--- src/rtl/fse_pkg.sv ---
package fse_pkg;
  typedef enum logic [2:0] {
    ST_READ  = 3'd0,
    ST_K1    = 3'd1,
    ST_K2    = 3'd2,
    ST_ARM   = 3'd3,
    ST_K3    = 3'd4,
    ST_K4    = 3'd5,
    ST_WIN   = 3'd6,
    ST_ERASE = 3'd7
  } fse_state_e;

  localparam int CMD_W = 8;
  localparam logic [CMD_W-1:0] CMD_KEY1  = 8'hAA;
  localparam logic [CMD_W-1:0] CMD_KEY2  = 8'h55;
  localparam logic [CMD_W-1:0] CMD_ARM   = 8'h80;
  localparam logic [CMD_W-1:0] CMD_SECT  = 8'h30;
  localparam logic [CMD_W-1:0] CMD_ABORT = 8'hF0;
endpackage

--- src/rtl/fse_strobe.sv ---
// Write strobe edge detection: the address is held from the falling edge,
// and a write event is flagged on the rising edge.
module fse_strobe #(
  parameter int ADDR_W = 16
) (
  input  logic              clk,
  input  logic              rst,
  input  logic              we_n,
  input  logic [ADDR_W-1:0] addr,
  output logic              wr_evt,
  output logic [ADDR_W-1:0] wr_addr
);
  logic we_q;

  always_ff @(posedge clk) begin
    if (rst) begin
      we_q    <= 1'b1;
      wr_addr <= '0;
    end else begin
      we_q <= we_n;
      if (we_q && !we_n) wr_addr <= addr;
    end
  end

  assign wr_evt = !we_q && we_n;
endmodule

--- src/rtl/fse_downcnt.sv ---
// Loadable down counter; done fires on the LEN-th enabled cycle after load.
module fse_downcnt #(
  parameter int LEN = 4
) (
  input  logic clk,
  input  logic rst,
  input  logic load,
  input  logic en,
  output logic done
);
  localparam int CW = (LEN < 2) ? 1 : $clog2(LEN + 1);
  logic [CW-1:0] cnt;

  always_ff @(posedge clk) begin
    if (rst)                    cnt <= '0;
    else if (load)              cnt <= CW'(LEN - 1);
    else if (en && cnt != '0)   cnt <= cnt - CW'(1);
  end

  assign done = en && !load && (cnt == '0);
endmodule

--- src/rtl/fse_ctrl.sv ---
// Command sequencer, sector buffer, acceptance window and erase phase.
module fse_ctrl
  import fse_pkg::*;
#(
  parameter int                ADDR_W    = 16,
  parameter int                SECT_W    = 3,
  parameter int                WIN_CYC   = 5000,
  parameter int                ERASE_CYC = 1000,
  parameter logic [ADDR_W-1:0] KEY_A     = ADDR_W'(16'h0555),
  parameter logic [ADDR_W-1:0] KEY_B     = ADDR_W'(16'h02AA),
  localparam int               NUM_SECT  = 1 << SECT_W
) (
  input  logic                clk,
  input  logic                rst,
  input  logic                wr_evt,
  input  logic [ADDR_W-1:0]   wr_addr,
  input  logic [CMD_W-1:0]    wr_data,
  output logic [NUM_SECT-1:0] mask_o,
  output logic                start_o,
  output logic                busy_o,
  output logic [NUM_SECT-1:0] undef_o
);
  fse_state_e          state_q, state_d;
  logic [NUM_SECT-1:0] mask_d, undef_d, sel;
  logic                start_d;
  logic                hit_a, hit_b;
  logic                win_load, win_en, win_done, er_en, er_done;

  assign sel   = NUM_SECT'(1) << wr_addr[ADDR_W-1 -: SECT_W];
  assign hit_a = (wr_addr == KEY_A);
  assign hit_b = (wr_addr == KEY_B);

  assign win_load = wr_evt && (wr_data == CMD_SECT) &&
                    (state_q == ST_K4 || state_q == ST_WIN);
  assign win_en   = (state_q == ST_WIN) && !wr_evt;
  assign er_en    = (state_q == ST_ERASE);

  fse_downcnt #(.LEN(WIN_CYC)) win_cnt_i (
    .clk(clk), .rst(rst), .load(win_load), .en(win_en), .done(win_done)
  );

  fse_downcnt #(.LEN(ERASE_CYC)) er_cnt_i (
    .clk(clk), .rst(rst), .load(start_d), .en(er_en), .done(er_done)
  );

  always_comb begin
    state_d = state_q;
    mask_d  = mask_o;
    undef_d = undef_o;
    start_d = 1'b0;
    case (state_q)
      ST_READ:
        if (wr_evt && hit_a && wr_data == CMD_KEY1) state_d = ST_K1;
      ST_K1:
        if (wr_evt) state_d = (hit_b && wr_data == CMD_KEY2) ? ST_K2 : ST_READ;
      ST_K2:
        if (wr_evt) state_d = (hit_a && wr_data == CMD_ARM) ? ST_ARM : ST_READ;
      ST_ARM:
        if (wr_evt) state_d = (hit_a && wr_data == CMD_KEY1) ? ST_K3 : ST_READ;
      ST_K3:
        if (wr_evt) state_d = (hit_b && wr_data == CMD_KEY2) ? ST_K4 : ST_READ;
      ST_K4:
        if (wr_evt) begin
          if (wr_data == CMD_SECT) begin
            state_d = ST_WIN;
            mask_d  = sel;
          end else begin
            state_d = ST_READ;
          end
        end
      ST_WIN:
        if (wr_evt) begin
          if (wr_data == CMD_SECT) begin
            mask_d = mask_o | sel;
          end else begin
            state_d = ST_READ;
            mask_d  = '0;
          end
        end else if (win_done) begin
          state_d = ST_ERASE;
          start_d = 1'b1;
        end
      ST_ERASE:
        if (wr_evt && wr_data == CMD_ABORT) begin
          state_d = ST_READ;
          undef_d = undef_o | mask_o;
          mask_d  = '0;
        end else if (er_done) begin
          state_d = ST_READ;
          undef_d = undef_o & ~mask_o;
          mask_d  = '0;
        end
      default: state_d = ST_READ;
    endcase
  end

  always_ff @(posedge clk) begin
    if (rst) begin
      state_q <= ST_READ;
      mask_o  <= '0;
      undef_o <= '0;
      start_o <= 1'b0;
      busy_o  <= 1'b0;
    end else begin
      state_q <= state_d;
      mask_o  <= mask_d;
      undef_o <= undef_d;
      start_o <= start_d;
      busy_o  <= (state_d == ST_ERASE);
    end
  end
endmodule

--- src/rtl/fse_top.sv ---
// Sector erase command decoder: top level with status bit readback.
module fse_top
  import fse_pkg::*;
#(
  parameter int                ADDR_W       = 16,
  parameter int                SECT_W       = 3,
  parameter int                CLK_MHZ      = 100,
  parameter int                WINDOW_US    = 50,
  parameter int                ERASE_CYCLES = 1000,
  parameter logic [ADDR_W-1:0] KEY_ADDR_A   = ADDR_W'(16'h0555),
  parameter logic [ADDR_W-1:0] KEY_ADDR_B   = ADDR_W'(16'h02AA),
  localparam int               NUM_SECT     = 1 << SECT_W,
  localparam int               WIN_CYC      = CLK_MHZ * WINDOW_US
) (
  input  logic                clk,
  input  logic                rst,
  input  logic [ADDR_W-1:0]   bus_addr,
  input  logic [CMD_W-1:0]    bus_data,
  input  logic                bus_we_n,
  output logic [NUM_SECT-1:0] sect_mask,
  output logic                erase_start,
  output logic                erase_busy,
  output logic                stat_d7,
  output logic [NUM_SECT-1:0] sect_undef
);
  logic              wr_evt;
  logic [ADDR_W-1:0] wr_addr;

  fse_strobe #(.ADDR_W(ADDR_W)) strobe_i (
    .clk(clk), .rst(rst), .we_n(bus_we_n), .addr(bus_addr),
    .wr_evt(wr_evt), .wr_addr(wr_addr)
  );

  fse_ctrl #(
    .ADDR_W(ADDR_W), .SECT_W(SECT_W), .WIN_CYC(WIN_CYC),
    .ERASE_CYC(ERASE_CYCLES), .KEY_A(KEY_ADDR_A), .KEY_B(KEY_ADDR_B)
  ) ctrl_i (
    .clk(clk), .rst(rst), .wr_evt(wr_evt), .wr_addr(wr_addr),
    .wr_data(bus_data), .mask_o(sect_mask), .start_o(erase_start),
    .busy_o(erase_busy), .undef_o(sect_undef)
  );

  always_ff @(posedge clk) begin
    if (rst) stat_d7 <= 1'b1;
    else     stat_d7 <= !(erase_busy && sect_mask[bus_addr[ADDR_W-1 -: SECT_W]]);
  end
endmodule

--- config.mk ---
export PLATFORM = sky130hd
export DESIGN_NAME = fse_top
export DESIGN_NICKNAME = d
export VERILOG_FILES = /design/src/rtl/fse_pkg.sv /design/src/rtl/fse_strobe.sv /design/src/rtl/fse_downcnt.sv /design/src/rtl/fse_ctrl.sv /design/src/rtl/fse_top.sv
export SDC_FILE = /design/constraint.sdc
export NUM_CORES = 1
export LEC_CHECK = 0
export ABC_CLOCK_PERIOD_IN_PS = 2600
export BUFFER_PORTS_ARGS = -buffer_cell sky130_fd_sc_hd__buf_2
export CAP_MARGIN = 5
export CORE_MARGIN = 1.5
export CORE_UTILIZATION = 46
export DETAILED_ROUTE_END_ITERATION = 7
export PLACE_DENSITY = 0.67
export SLEW_MARGIN = 20
export SYNTH_ARGS = -nofsm -noshare
export SYNTH_HDL_FRONTEND = slang
export SYNTH_SLANG_ARGS = --single-unit
export TNS_END_PERCENT = 100
--- constraint.sdc ---
create_clock -name clk -period 2.6 [get_ports clk]
set_input_delay 0.13 -clock clk [delete_from_list [all_inputs] [get_ports clk]]
set_output_delay 0.13 -clock clk [all_outputs]
set_load 0.1 [all_outputs]
# Word-level counts from Yosys, hierarchy flattened
# Cells that the tools add are included.
[word_totals]
ff_bits = 62
inputBits = 27
out_inout_bits = 19
elab_cells = 112
[op_classes]
n_addsub = 2
magnitude_cmp = 1
n_eq_ne = 19
shift = 1
muxes = 35
bitwise_logic = 4
reduce_logical = 38
[ops]
columns = ["op", "count"]
rows = [
  ["$mux W8", 8],
  ["$mux W3", 14],
  ["$mux W13", 2],
  ["$eq A8 B8 Y1 const B", 3],
  ["$pmux W3 S8", 1],
  ["$pmux W8 S3", 1],
  ["$mux W10", 2],
  ["$logic_and A1 B1 Y1", 18],
  ["$eq A16 B10 Y1 const B", 1],
  ["$eq A16 B11 Y1 const B", 1],
  ["$or A8 B8 Y8", 2],
  ["$eq A3 B3 Y1 const B", 5],
  ["$logic_not A13 Y1", 1],
  ["$reduce_bool A13 Y1", 1],
  ["$sub A13 B1 Y13 const B", 1],
  ["$logic_not A10 Y1", 1],
  ["$reduce_bool A10 Y1", 1],
  ["$sub A10 B1 Y10 const B", 1],
  ["$and A8 B8 Y8", 1],
  ["$eq A8 B6 Y1 const B", 1],
  ["$eq A8 B7 Y1 const B", 1],
  ["$not A8 Y8", 1],
  ["$shl A1 B3 Y8 const A", 1],
  ["$eq A3 B2 Y1 const B", 2],
  ["16 further kinds", 29],
]

# Logic depth before layout (Yosys ltp)
# Gate-level depths: netlist of the first run.
[logic_depth]
depth_word = 17
mapped_depth = 8

# Modules after synthesis
# Synthesis of the first run repeated with hierarchy kept, for this count alone.
[unflattened]
hier_cells = 367
area_unflattened_um2 = 3429.5
[by_module_without_submodules]
columns = ["module", "n_inst", "cells_per_inst", "area_each_um2"]
rows = [
  ["fse_ctrl", 1, 147, 1272.5],
  ["fse_strobe", 1, 74, 793.3],
  ["fse_downcnt (ctrl_i.win_cnt_i)", 1, 79, 711.9],
  ["fse_downcnt (ctrl_i.er_cnt_i)", 1, 58, 556.8],
  ["fse_top", 1, 9, 95.1],
]

# Worst setup path before layout of the first run
# Ideal clock, no wire load.
[synth_timing]
path_type = "reg-to-reg"
from = "register strobe_i.wr_addr[13]"
to = "register ctrl_i.busy_o"
setup_ns = 0.073
arrival_time_ns = 1.936
path_slack_ns = 0.591
stages_incl_launch_ff = 8
n_path_buf = 1
period_less_slack_ns = 2.009
path_cell_list = "dfxtp_1 -> buf_6 -> or4_4 -> or3_4 -> o41ai_2 -> nand2_1 -> a31oi_1 -> nor3b_2"
[synth_between]
elab_chain_len = 6
word_cells_on_any_way = 18
cone_classes = "eq/ne (3); mux (10); reduce/logical (5)"
[synth_lines]
columns = ["item", "line", "rtl"]
rows = [
  ["start, declared", "fse_strobe.sv:11", "output logic [ADDR_W-1:0] wr_addr"],
  ["start signal, assigned", "fse_strobe.sv:21", "if (we_q && !we_n) wr_addr <= addr;"],
  ["$eq A16 B10 Y1 / $eq A16 B11 Y1 (equally long branches)", "fse_ctrl.sv:31, fse_ctrl.sv:30", ""],
  ["$logic_and A1 B1 Y1, on equally long branches", "--", ""],
  ["$mux W3 (tied with other cells)", "fse_ctrl.sv:61", "if (wr_evt) state_d = (hit_b && wr_data == CMD_KEY2) ? ST_K4 : ST_READ;"],
  ["$mux W3, on equally long branches", "--", ""],
  ["$pmux W3 S8 *", "fse_ctrl.sv:51", "case (state_q)"],
  ["$eq A3 B3 Y1 *", "fse_ctrl.sv:109", "busy_o <= (state_d == ST_ERASE);"],
  ["end signal, assigned", "fse_ctrl.sv:109", ""],
  ["end, declared", "fse_ctrl.sv:20", "output logic busy_o,"],
]
# Mark *: on every way between the ends. The rest lies on a longest branch, timed or not.
# A chain may end at the register's enable or synchronous reset.

# Final worst setup path of the first run
[layout_timing]
from = "register ctrl_i.state_q[1]"
to = "register ctrl_i.win_cnt_i.cnt[12]"
[layout_between]
elab_chain_len = 4
word_cells_on_any_way = 8
cone_classes = "eq/ne (2); mux (1); reduce/logical (5)"
[layout_lines]
columns = ["item", "line", "rtl"]
rows = [
  ["start, declared", "fse_ctrl.sv:23", "fse_state_e state_q, state_d;"],
  ["start signal, assigned", "fse_ctrl.sv:105", "state_q <= state_d;"],
  ["$eq A3 B3 Y1, on equally long branches", "fse_ctrl.sv:34, fse_ctrl.sv:35", ""],
  ["$logic_or A1 B1 Y1 / $logic_and A1 B1 Y1 (equally long branches)", "fse_ctrl.sv:34, fse_ctrl.sv:35", ""],
  ["$logic_and A1 B1 Y1, on equally long branches", "fse_ctrl.sv:33, fse_downcnt.sv:17", ""],
  ["$mux W13 / $reduce_bool A2 Y1 (equally long branches)", "--", ""],
  ["end signal, assigned", "fse_downcnt.sv:16", "else if (load) cnt <= CW'(LEN - 1);"],
  ["end signal, assigned", "fse_downcnt.sv:17", "else if (en && cnt != '0) cnt <= cnt - CW'(1);"],
  ["end, declared", "fse_downcnt.sv:12", "logic [CW-1:0] cnt;"],
]
# Parallel ways exist; a longest one is shown, timed or not.

==> results of run 1 <==
## logic make-up (layout without fill, tap and decap cells)
group,Yosys count,count (layout),share of synthesized area (%)
xor gates and xnor gates,19,19,5.38
adders and majority gates,3,3,1.21
buffers and inverters,32,77,4.25
DFF,62,62,40.1
and+or+nand+nor,162,162,29.4
muxes,3,3,1.78
AOI/OAI and AO/OA,91,91,17.9
## through the flow
step                      power (mW)  instances  cell area, um^2
after global routing            2.01        494             3580
final                           1.93        494             3580
after detailed placement        1.10        481             3380
after global placement          1.10        481             3380
after CTS                       1.96        494             3580
after floorplan                 1.06        372             3090
## synthesized netlist by cell type (2+ instances only)
cell type  count
nand3b_1       2
inv_1         12
o31ai_1        3
nor3b_2        2
xnor2_1       11
nor2_1        19
and4b_1        2
nand2_1       46
a31oi_1        8
ha_1           3
nor3_2         3
nor3b_1        2
buf_2          3
nand3_1       12
buf_1          2
or4_4          2
o21ai_0       15
nor4bb_1       6
nor2b_1        6
xor2_1         8
or4_1          4
dfxtp_1       62
a21oi_1       52
or3_1          2
o21ai_1        2
nand4_1        6
clkbuf_1      14
mux4_2         2
nor3_1        22
nor4_1         8
nand2b_1       5
or2_2          2
## power by group
part | leakage, nW | internal (mW) | switching, mW
Clock | 0.100 | 0.506 | 0.339
Combinational | 0.709 | 0.0434 | 0.0614
Sequential | 0.502 | 0.965 | 0.0137
Total | 1.31 | 1.51 | 0.414
## layer usage
layer / track usage (%) / vias to the layer above
li1: - / 1426
met1: 26.5 / 1289
met2: 32.3 / 65
met3: 6.23 / 2
met4: 5.22 / 0
met5: 0 / -
## layout make-up
type                    instances  area [um^2]  share of cell area (%)
multi-input cells             278         1720                    48.1
flip-flops and latches         62         1240                    34.7
repair buffers                 52          278                    7.76
well taps                      77         96.3                    2.69
clock buffers                  12          165                    4.62
clock inverters                 1         30.0                   0.839
inverters                      12         45.0                    1.26
## worst min-delay path, cell delays in order
cell and delay, ns:
buf_2 0.09, nand2_1 0.04, a21oi_1 0.05
## worst min-delay path by stage
stage                                                    to  slack (ns)  cells past startpoint
final                      strobe_i.wr_addr[3]$_SDFFE_PP0P_        0.04                      3
after global routing      strobe_i.wr_addr[10]$_SDFFE_PP0P_        0.03                      3
after CTS                  strobe_i.wr_addr[3]$_SDFFE_PP0P_        0.01                      3
after detailed placement  strobe_i.wr_addr[12]$_SDFFE_PP0P_        0.38                      3
after global placement    strobe_i.wr_addr[11]$_SDFFE_PP0P_        0.37                      3
after floorplan                    strobe_i.we_q$_SDFF_PP1_        0.24                      1
==> run summary, run 1 <==
outcome: finished with violations
failing checks: DRC
CP Max Fanout: 15
Area Growth Syn to Fin: 15.6%
Finished Core Util: 55.7%
PwrDens: 539 nW/um^2
fmax: 438 MHz
first-pass GRT wire length: 11800 um
root buffer selected by CTS: clkbuf_8
drt drc: 4
IR drop worst, VDD: 0.385 mV
CTS buffer count: 9
r2r startpoint: ctrl_i.state_q[1]$_SDFF_PP0_
top cell type's share of synthesized area: 40.1%
final setup TNS: 0 ns
Max-slew headroom: 61.1%
register area share after synthesis: 40.1%
CTS resizes: 0
Setup Skew: 0.00820 ns
Hold WS: 0.0358 ns
Hold WC Path Type: in2reg
via/cell ratio: 5.63
R2R cell count: 6
Avg Inst Size Synth: 8.32 um^2
cts hold-fix bufs: 0
Ys Warns: 0
met1 wire length: 3310 um
EDFF count, synth: 0
Most used DFF post-synth: dfxtp_1
post-DR wirelength/cell: 13.9 um
start point of the critical path: ctrl_i.state_q[1]$_SDFF_PP0_
# rows: 29
Post-Synthesis Cells: 372
worst setup path end: ctrl_i.win_cnt_i.cnt[12]$_SDFFE_PP0P_
largest net degree at the start of global routing: 30
GP Congestion: 0.851
slowest CP cell: dfxtp_1
Vias: 2782
CP cell instances: nand2_1 -> nor3_1 -> nand4_1 -> nor3b_1 -> xnor2_1 -> a21oi_1
HPWL Detailed: 4980 um
fin worst setup slack: 0.315 ns
cell taking the most area after synthesis: dfxtp_1
Unique masters post-synth: 56
initial antenna violation count: 0
Post-DRT Antenna Nets: 0
CP Capture Type: register
r2r endpoint: ctrl_i.win_cnt_i.cnt[12]$_SDFFE_PP0P_
H-tree Lvls: 3
die width: 85.0 um
Hold Vio Cnt, Final: 0
IO Port Bufs: 45
syn nets: 402
vias in the first global route: 2583
Clk Latency, worst-skew pair: 0.33 ns
critical path depth: 6
initial drt markers: 99
Final Cycle Share: 87.9%
Critical Path Max Stage Delay: 0.64 ns
DR pass1 iterations: 6
Sink Count: 62
share of cells above drive strength 1: 19.7%
reg2reg setup slack: 0.32 ns
setup bufs post-CTS: 0
max-slew violations: 0
final WL: 6850 um
CTS max path bufs: 2
CTS clock-pin slew for the worst setup and hold paths: 0.06 ns
kind of critical path: reg2reg
leading post-synthesis cells by cell area: dfxtp_1 (40%), a21oi_1 (8.4%), nand2_1 (5.6%), nor3_1 (3.6%), xnor2_1 (3.1%)
unrepaired setup endpoints after global routing: no
worst-margin pin slew: 0.583 ns
FFs w/ async S/R, synth: 0%
Starting Density: 48.2%
CP bufs+invs: 0
Met3 Wirelength: 310 um
CP arrival: 2.48 ns
Top Layer Used: met4
Core ar.: 6420 um^2
Period minus WS final: 2.28 ns
final setup violation count: 0
Die H: 85.0 um
GRT Overall Usage: 20.1%
Yosys reg bits: 62
commonest cells after routing, fill and taps aside: dfxtp_1 (62), a21oi_1 (52), nand2_1 (46), buf_2 (45), nor3_1 (22)
Leak: 1.31 nW
# diodes: 0
I/O pins: 46
most common cell after layout, fill and taps aside: dfxtp_1
Max Cap Viol: 0
Syn Std Cell Area: 3090 um^2
pre-CTS setup slack: 0.360 ns
WP data required: 2.79 ns
Routed met2 length: 3200 um
crit start category: register
Hold Crit Start: bus_addr[3]
GRT overflow: 0
layout filler cell count: 608
Nets: 445
CTS tree: done
CP delay by family, top: simple AND/OR/NAND/NOR gates
die area: 7230 um^2
Note: power is estimated with default switching activity, not from simulation.
==> inputs of run 2 (changes only) <==
- ABC_AREA: not set -> 1
- PLACE_DENSITY: 0.67 -> 0.66
- SLEW_MARGIN: 20 -> not set
==> run 2 against run 1 <==
Compared with the run above: the flow now finishes without violations; power increased by 13%; largest power group is now the clock network; via count increased by 25%; critical path type unchanged; core utilization increased by 0.094 points; wire length increased by 20%.
==> run summary, run 2 <==
outcome: completed (was finished with violations)
Post-DRT Antenna Nets: 0 (unchanged)
Sink Count: 62 (unchanged)
Hold Vio Cnt, Final: 0 (unchanged)
GP Congestion: 0.826 (was 0.851)
Synth top cells by count: nand2_1 (106), nor2_1 (85), inv_1 (65) (was dfxtp_1 (62), a21oi_1 (52), nand2_1 (46))
register area share after synthesis: 36.4% (was 40.1%)
drt drc: 0 (was 4)
PwrDens: 539 nW/um^2 (about the same)
Int Power: 1.66 mW (was 1.51 mW)
Yosys reg bits: 62 (unchanged)
switching pwr: 513 uW (was 414 uW)
fmax: 500 MHz (was 438 MHz)
IR drop worst, VDD: 0.227 mV (was 0.385 mV)
Unique masters post-synth: 33 (was 56)
reg2reg setup slack: 0.60 ns (was 0.32 ns)
die area: 7950 um^2 (was 7230 um^2)
GRT overflow: 0 (unchanged)
clock network fraction of total power: 48.7% (was 43.8%)
largest net degree at the start of global routing: 25 (was 30)
Setup Skew: 0.0108 ns (was 0.00820 ns)
CTS tree: done (unchanged)
Core ar.: 7210 um^2 (was 6420 um^2)
post-DR wirelength/cell: 11.9 um (was 13.9 um)
Gate power share: 6.0% (was 5.4%)
share of cells above drive strength 1: 12.9% (was 19.7%)
most common cell after layout, fill and taps aside: nand2_1 (was dfxtp_1)
r2r startpoint: ctrl_i.win_cnt_i.cnt[0]$_SDFFE_PP0P_ (was ctrl_i.state_q[1]$_SDFF_PP0_)
FFs w/ async S/R, synth: 0% (unchanged)
syn nets: 560 (was 402)
final setup violation count: 0 (unchanged)
Hold Crit Start: bus_addr[11] (was bus_addr[3])
via/cell ratio: 5.07 (was 5.63)
I/O pins: 46 (unchanged)
Placed Instance Area: 3730 um^2 (was 3380 um^2)
initial drt markers: 186 (was 99)
R2R cell count: 11 (was 6)
CP arrival: 2.26 ns (was 2.48 ns)
root buffer selected by CTS: clkbuf_8 (unchanged)
Post-Synthesis Cells: 530 (was 372)
# diodes: 0 (unchanged)
first-pass GRT wire length: 13500 um (was 11800 um)
Worst Hold Path EP: strobe_i.wr_addr[11]$_SDFFE_PP0P_ (was strobe_i.wr_addr[3]$_SDFFE_PP0P_)
WP data required: 2.86 ns (was 2.79 ns)
Area Growth Syn to Fin: 17.9% (was 15.6%)
Starting Density: 47.3% (was 48.2%)
IO Port Bufs: 45 (unchanged)
Final Cycle Share: 76.9% (was 87.9%)
CP Max Fanout: 9 (was 15)
final std cells w/o fill: 687 (was 494)
Clk Latency, worst-skew pair: 0.35 ns (was 0.33 ns)
EDFF count, synth: 0 (unchanged)
Final Cell Area: 4030 um^2 (was 3580 um^2)
initial antenna violation count: 0 (unchanged)
Max Cap Viol: 0 (unchanged)
commonest cells after routing, fill and taps aside: nand2_1 (106), nor2_1 (85), inv_1 (65), dfxtp_1 (62), a21oi_1 (51) (was dfxtp_1 (62), a21oi_1 (52), nand2_1 (46), buf_2 (45), nor3_1 (22))
WHS Path Cells: 3 (unchanged)
DR pass1 iterations: 4 (was 6)
# rows: 31 (was 29)
kind of critical path: reg2reg (unchanged)
Reg power frac: 45.3% (was 50.8%)
Hold WC Path Type: in2reg (unchanged)
switching portion of total power: 23.6% (was 21.5%)
GRT Overall Usage: 21.7% (was 20.1%)
placed insts: 666 (was 481)
top cell type's share of synthesized area: 36.4% (was 40.1%)
unrepaired setup endpoints after global routing: no (unchanged)
final setup TNS: 0 ns (unchanged)
HPWL Detailed: 5940 um (was 4980 um)
die width: 89.2 um (was 85.0 um)
final WL: 8200 um (was 6850 um)
Max-slew headroom: 59.9% (was 61.1%)
Period minus WS final: 2.00 ns (was 2.28 ns)
Leak: 1.83 nW (was 1.31 nW)
count leader, synth: nand2_1 (was dfxtp_1)
max-slew violations: 0 (unchanged)
CTS max path bufs: 2 (unchanged)
CTS resizes: 0 (unchanged)
Avg Inst Size Synth: 6.44 um^2 (was 8.32 um^2)
leading post-synthesis cells by cell area: dfxtp_1 (36%), nand2_1 (12%), nor2_1 (9.3%), a21oi_1 (7.5%), inv_1 (7.1%) (was dfxtp_1 (40%), a21oi_1 (8.4%), nand2_1 (5.6%), nor3_1 (3.6%), xnor2_1 (3.1%))
Most used DFF post-synth: dfxtp_1 (unchanged)
start point of the critical path: ctrl_i.win_cnt_i.cnt[0]$_SDFFE_PP0P_ (was ctrl_i.state_q[1]$_SDFF_PP0_)
CTS clock-pin slew for the worst setup and hold paths: 0.08 ns (was 0.06 ns)
r2r endpoint: ctrl_i.er_cnt_i.cnt[9]$_SDFFE_PP0P_ (was ctrl_i.win_cnt_i.cnt[12]$_SDFFE_PP0P_)
Ys Warns: 0 (unchanged)
H-tree Lvls: 3 (unchanged)
vias in the first global route: 3171 (was 2583)
setup bufs post-CTS: 0 (unchanged)
worst-margin pin slew: 0.601 ns (was 0.583 ns)
Die H: 89.2 um (was 85.0 um)
cell taking the most area after synthesis: dfxtp_1 (unchanged)
Nets: 613 (was 445)
Syn Std Cell Area: 3410 um^2 (was 3090 um^2)
Vias: 3482 (was 2782)
CTS buffer count: 9 (unchanged)
crit start category: register (unchanged)
CP Capture Type: register (unchanged)
-- run 2: cell type report --
class | count | area, um^2
Timing Repair Buffer | 52 | 290
Clock buffer | 9 | 124
Fill cell | 736 | 3190
Sequential cell | 62 | 1240
Clock inverter | 7 | 120
Inverter | 69 | 262
Tap cell | 99 | 124
Multi-Input combinational cell | 389 | 1860
-- run 2: timing repair --
action                                  in CTS  in global routing
hold endpoints to repair                     5                  0
endpoints found under the setup margin       0                  0
hold buffers                                 5                  0
-- run 2: kinds of logic after synthesis --
logic type	after synthesis	share of synthesized area, %
AOI/OAI and AO/OA	109	16.9
xor gates and xnor gates	10	2.57
adders and majority gates	3	1.10
DFF	62	36.4
and+or+nand+nor	267	34.0
buffers and inverters	79	9.05
-- run 2: worst max-delay path by stage --
stage                                           to  slack (ns)  cells past startpoint
6_report       ctrl_i.er_cnt_i.cnt[9]$_SDFFE_PP0P_        0.60                     11
5_1_grt               ctrl_i.state_q[0]$_SDFF_PP0_        0.32                     11
4_1_cts        ctrl_i.er_cnt_i.cnt[9]$_SDFFE_PP0P_        0.60                     11
3_5_place_dp   ctrl_i.er_cnt_i.cnt[9]$_SDFFE_PP0P_        0.61                     11
3_3_place_gp   ctrl_i.er_cnt_i.cnt[9]$_SDFFE_PP0P_        0.59                     11
2_1_floorplan  ctrl_i.er_cnt_i.cnt[9]$_SDFFE_PP0P_        0.90                     11
-- run 2: power by group through the flow --
| stage | logic [mW] | registers [mW] | clock network, mW |
|---|---|---|---|
| 6_report | 0.130 | 0.983 | 1.06 |
| 3_3_place_gp | 0.123 | 1.00 | 0 |
| 3_5_place_dp | 0.125 | 1.01 | 0 |
| 5_1_grt | 0.153 | 0.986 | 1.11 |
| 2_1_floorplan | 0.0797 | 1.00 | 0 |
| 4_1_cts | 0.131 | 0.983 | 1.08 |
-- run 2: metal layers --
| layer | vias up | share of wire, % | global-route usage [%] |
|---|---|---|---|
| li1 | 1834 | - | - |
| met4 | 0 | 1.6 | 8.81 |
| met1 | 1581 | 48 | 25.8 |
| met3 | 9 | 3.9 | 4.80 |
| met5 | - | 0 | 0 |
| met2 | 58 | 47 | 38.1 |
-- run 2: metrics by stage --
| step | worst slack (ns) | hold slack (ns) | power, mW | util, % |
|---|---|---|---|---|
| finish | 0.599 | 0.0156 | 2.17 | 55.8 |
| global route | 0.323 | 0.0342 | 2.25 | 55.8 |
| CTS | 0.601 | 0.00380 | 2.19 | 55.8 |
| detailed placement | 0.608 | 0.339 | 1.13 | 51.7 |
| global placement | 0.591 | 0.341 | 1.13 | 51.7 |
| floorplan | 0.897 | 0.215 | 1.08 | - |
-- run 2: worst max-delay path: stages (launching register included) --
cell and delay, ns:
dfxtp_1 0.33, inv_1 0.16, ha_1 0.17, inv_1 0.05
nor3_1 0.42, nand3_2 0.30, nand2_1 0.15, inv_1 0.09
nand2_1 0.06, nand3b_1 0.08, nand2_1 0.06, inv_1 0.04
==> inputs of run 3 (changes only) <==
- ABC_CLOCK_PERIOD_IN_PS: 2600 -> 1700
- PLACE_DENSITY: 0.66 -> 0.69
- clock period: 2.6 -> 1.7 ns (I/O delays scaled with it)
==> run 3 against run 2 <==
Compared with the run above: clock-buffer cell count up 3; cell count up 4.5%; power up 45%; sequential power up 54%; clock power up 36%; combinational power up 62%; via count up 6.5%; first-iteration DRC count down 12%; clock skew about the same; non-clock buffer count up 31; register-to-register slack worse by 0.50 ns; core utilization up 3.9 points; critical endpoint is now ctrl_i.win_cnt_i.cnt[7]$_SDFFE_PP0P_.
==> run summary, run 3 (synthesis gave the netlist of run 2 again) <==
commonest cells after routing, fill and taps aside: nand2_1 (102), nor2_1 (82), inv_1 (62), dfxtp_1 (59), a21oi_1 (50) (was nand2_1 (106), nor2_1 (85), inv_1 (65), dfxtp_1 (62), a21oi_1 (51))
Final Cell Area: 4300 um^2 (was 4030 um^2)
first-pass GRT wire length: 14300 um (was 13500 um)
CTS max path bufs: 2 (unchanged)
Leak: 1.96 nW (was 1.83 nW)
Hold WC Path Type: in2reg (unchanged)
most common cell after layout, fill and taps aside: nand2_1 (unchanged)
Clk Latency, worst-skew pair: 0.34 ns (was 0.35 ns)
switching pwr: 727 uW (was 513 uW)
Period minus WS final: 1.60 ns (was 2.00 ns)
Final Cycle Share: 94.2% (was 76.9%)
initial drt markers: 164 (was 186)
final setup TNS: 0 ns (unchanged)
CTS buffer count: 9 (unchanged)
Vias: 3709 (was 3482)
Area Growth Syn to Fin: 26.0% (was 17.9%)
die width: 89.2 um (unchanged)
fmax: 624 MHz (was 500 MHz)
die area: 7950 um^2 (unchanged)
Int Power: 2.43 mW (was 1.66 mW)
kind of critical path: reg2reg (unchanged)
H-tree Lvls: 3 (unchanged)
Core ar.: 7210 um^2 (unchanged)
CP Capture Type: register (unchanged)
Starting Density: 47.3% (unchanged)
CTS tree: done (unchanged)
initial antenna violation count: 0 (unchanged)
pre-CTS setup slack: 0.0354 ns (was 0.608 ns)
Die H: 89.2 um (unchanged)
# diodes: 0 (unchanged)
Max-slew headroom: 58.4% (was 59.9%)
met2 usage: 39.8% (was 38.1%)
grt met1 use: 28.1% (was 25.8%)
max-slew violations: 0 (unchanged)
share of cells above drive strength 1: 19.5% (was 12.9%)
final WL: 8730 um (was 8200 um)
HPWL Detailed: 6280 um (was 5940 um)
Post-DRT Antenna Nets: 0 (unchanged)
Hold Vio Cnt, Final: 0 (unchanged)
drt drc: 0 (unchanged)
Pwr Total: 3.15 mW (was 2.17 mW)
Reg power frac: 47.7% (was 45.3%)
Placed Instance Area: 3910 um^2 (was 3730 um^2)
post-DR wirelength/cell: 12.2 um (was 11.9 um)
largest net degree at the start of global routing: 33 (was 25)
outcome: completed (unchanged)
storage element area: 1240 um^2 (about the same)
IR drop worst, VDD: 0.393 mV (was 0.227 mV)
layout filler cell count: 698 (was 736)
Top Usage Layer GRT: met2 (unchanged)
Max Cap Viol: 0 (unchanged)
Hold Crit Start: bus_addr[7] (was bus_addr[11])
Sink Count: 62 (unchanged)
unrepaired setup endpoints after global routing: yes (was no)
Gate power share: 6.7% (was 6.0%)
r2r startpoint: ctrl_i.state_q[1]$_SDFF_PP0_ (was ctrl_i.win_cnt_i.cnt[0]$_SDFFE_PP0P_)
clock network fraction of total power: 45.6% (was 48.7%)
root buffer selected by CTS: clkbuf_8 (unchanged)
GRT overflow: 0 (unchanged)
DR pass1 iterations: 5 (was 4)
multi-input combinational cell area: 1920 um^2 (was 1860 um^2)
Setup Skew: 0.0103 ns (was 0.0108 ns)
fin worst setup slack: 0.0978 ns (was 0.599 ns)
final setup violation count: 0 (unchanged)
IO Port Bufs: 45 (unchanged)
start point of the critical path: ctrl_i.state_q[1]$_SDFF_PP0_ (was ctrl_i.win_cnt_i.cnt[0]$_SDFFE_PP0P_)
CP Max Fanout: 10 (was 9)
CTS clock-pin slew for the worst setup and hold paths: 0.07 ns (was 0.08 ns)
Nets: 644 (was 613)
switching portion of total power: 23.0% (was 23.6%)
via/cell ratio: 5.17 (was 5.07)
worst-margin pin slew: 0.624 ns (was 0.601 ns)
GP Congestion: 0.905 (was 0.826)
crit start category: register (unchanged)
CP arrival: 1.82 ns (was 2.26 ns)
vias in the first global route: 3358 (was 3171)
# rows: 31 (unchanged)
GRT Overall Usage: 22.8% (was 21.7%)
GR Layer Usage met3: 3.42% (was 4.80%)
I/O pins: 46 (unchanged)
WP data required: 1.92 ns (was 2.86 ns)
PwrDens: 733 nW/um^2 (was 539 nW/um^2)
## run 3: changes by cell type in the layout (fill, tap and decap cells not counted), moves of 3 or more
| cell | previous run | this run |
|---|---|---|
| buf_4 | 2 | 31 |
| dfxtp_2 | 0 | 3 |
| nand2_1 | 106 | 102 |
| inv_1 | 65 | 62 |
| nor2_1 | 85 | 82 |
| dfxtp_1 | 62 | 59 |
| nand2_2 | 1 | 5 |
## run 3: power groups by stage
stage	Sequential (mW)	Combinational, mW	Clock (mW)
6_report	1.51	0.210	1.44
2_1_floorplan	1.53	0.122	0
3_5_place_dp	1.54	0.196	0
5_1_grt	1.51	0.243	1.52
3_3_place_gp	1.54	0.193	0
4_1_cts	1.50	0.210	1.45
## run 3: worst paths after layout
check,end,depth (start not counted),slack [ns]
worst max-delay path,ctrl_i.win_cnt_i.cnt[7]$_SDFFE_PP0P_,11,0.1
worst min-delay path,strobe_i.wr_addr[7]$_SDFFE_PP0P_,3,0.03
worst max register to register,ctrl_i.win_cnt_i.cnt[7]$_SDFFE_PP0P_,11,0.1
worst min register to register,register,2,0.44
## run 3: layout make-up
cell class,instances,share of cell area [%]
clock buffer,12,3.37
clock inverter,4,1.63
inverter,69,6.19
multi-input combinational,389,44.7
sequential,62,28.9
tap,99,2.88
timing repair buffer,83,12.3
## run 3: layer usage
metal	share of wire [%]	wire [um]	up-vias
li1	-	-	1891
met2	47	4100	105
met1	47	4120	1700
met3	4.3	379	13
met5	0	0	-
met4	1.5	127	0
## run 3: worst max-delay path: stages (launching register included)
cell     delay [ns]
dfxtp_1        0.40
nand2_4        0.07
nor2_4         0.12
inv_4          0.08
nor2_8         0.10
inv_2          0.07
a21oi_4        0.26
inv_2          0.14
nand2_1        0.09
inv_1          0.05
nand2_1        0.05
a21oi_1        0.06
## run 3: repair_timing
| action | CTS | global route |
|---|---|---|
| buffers inserted | 0 | 6 |
| endpoints found under the setup margin | 1 | 39 |
| pin swaps | 0 | 2 |
| hold buffers | 7 | 0 |
| endpoints found under the hold margin | 7 | 0 |
| resized for setup | 1 | 21 |
## run 3: metrics by stage
stage	hold slack (ns)	util, %	instances
floorplan	0.170	-	530
global placement	0.299	54.2	689
detailed placement	0.315	54.2	689
CTS	0.0285	58.2	712
global route	0.0349	59.6	718
finish	0.0334	59.6	718
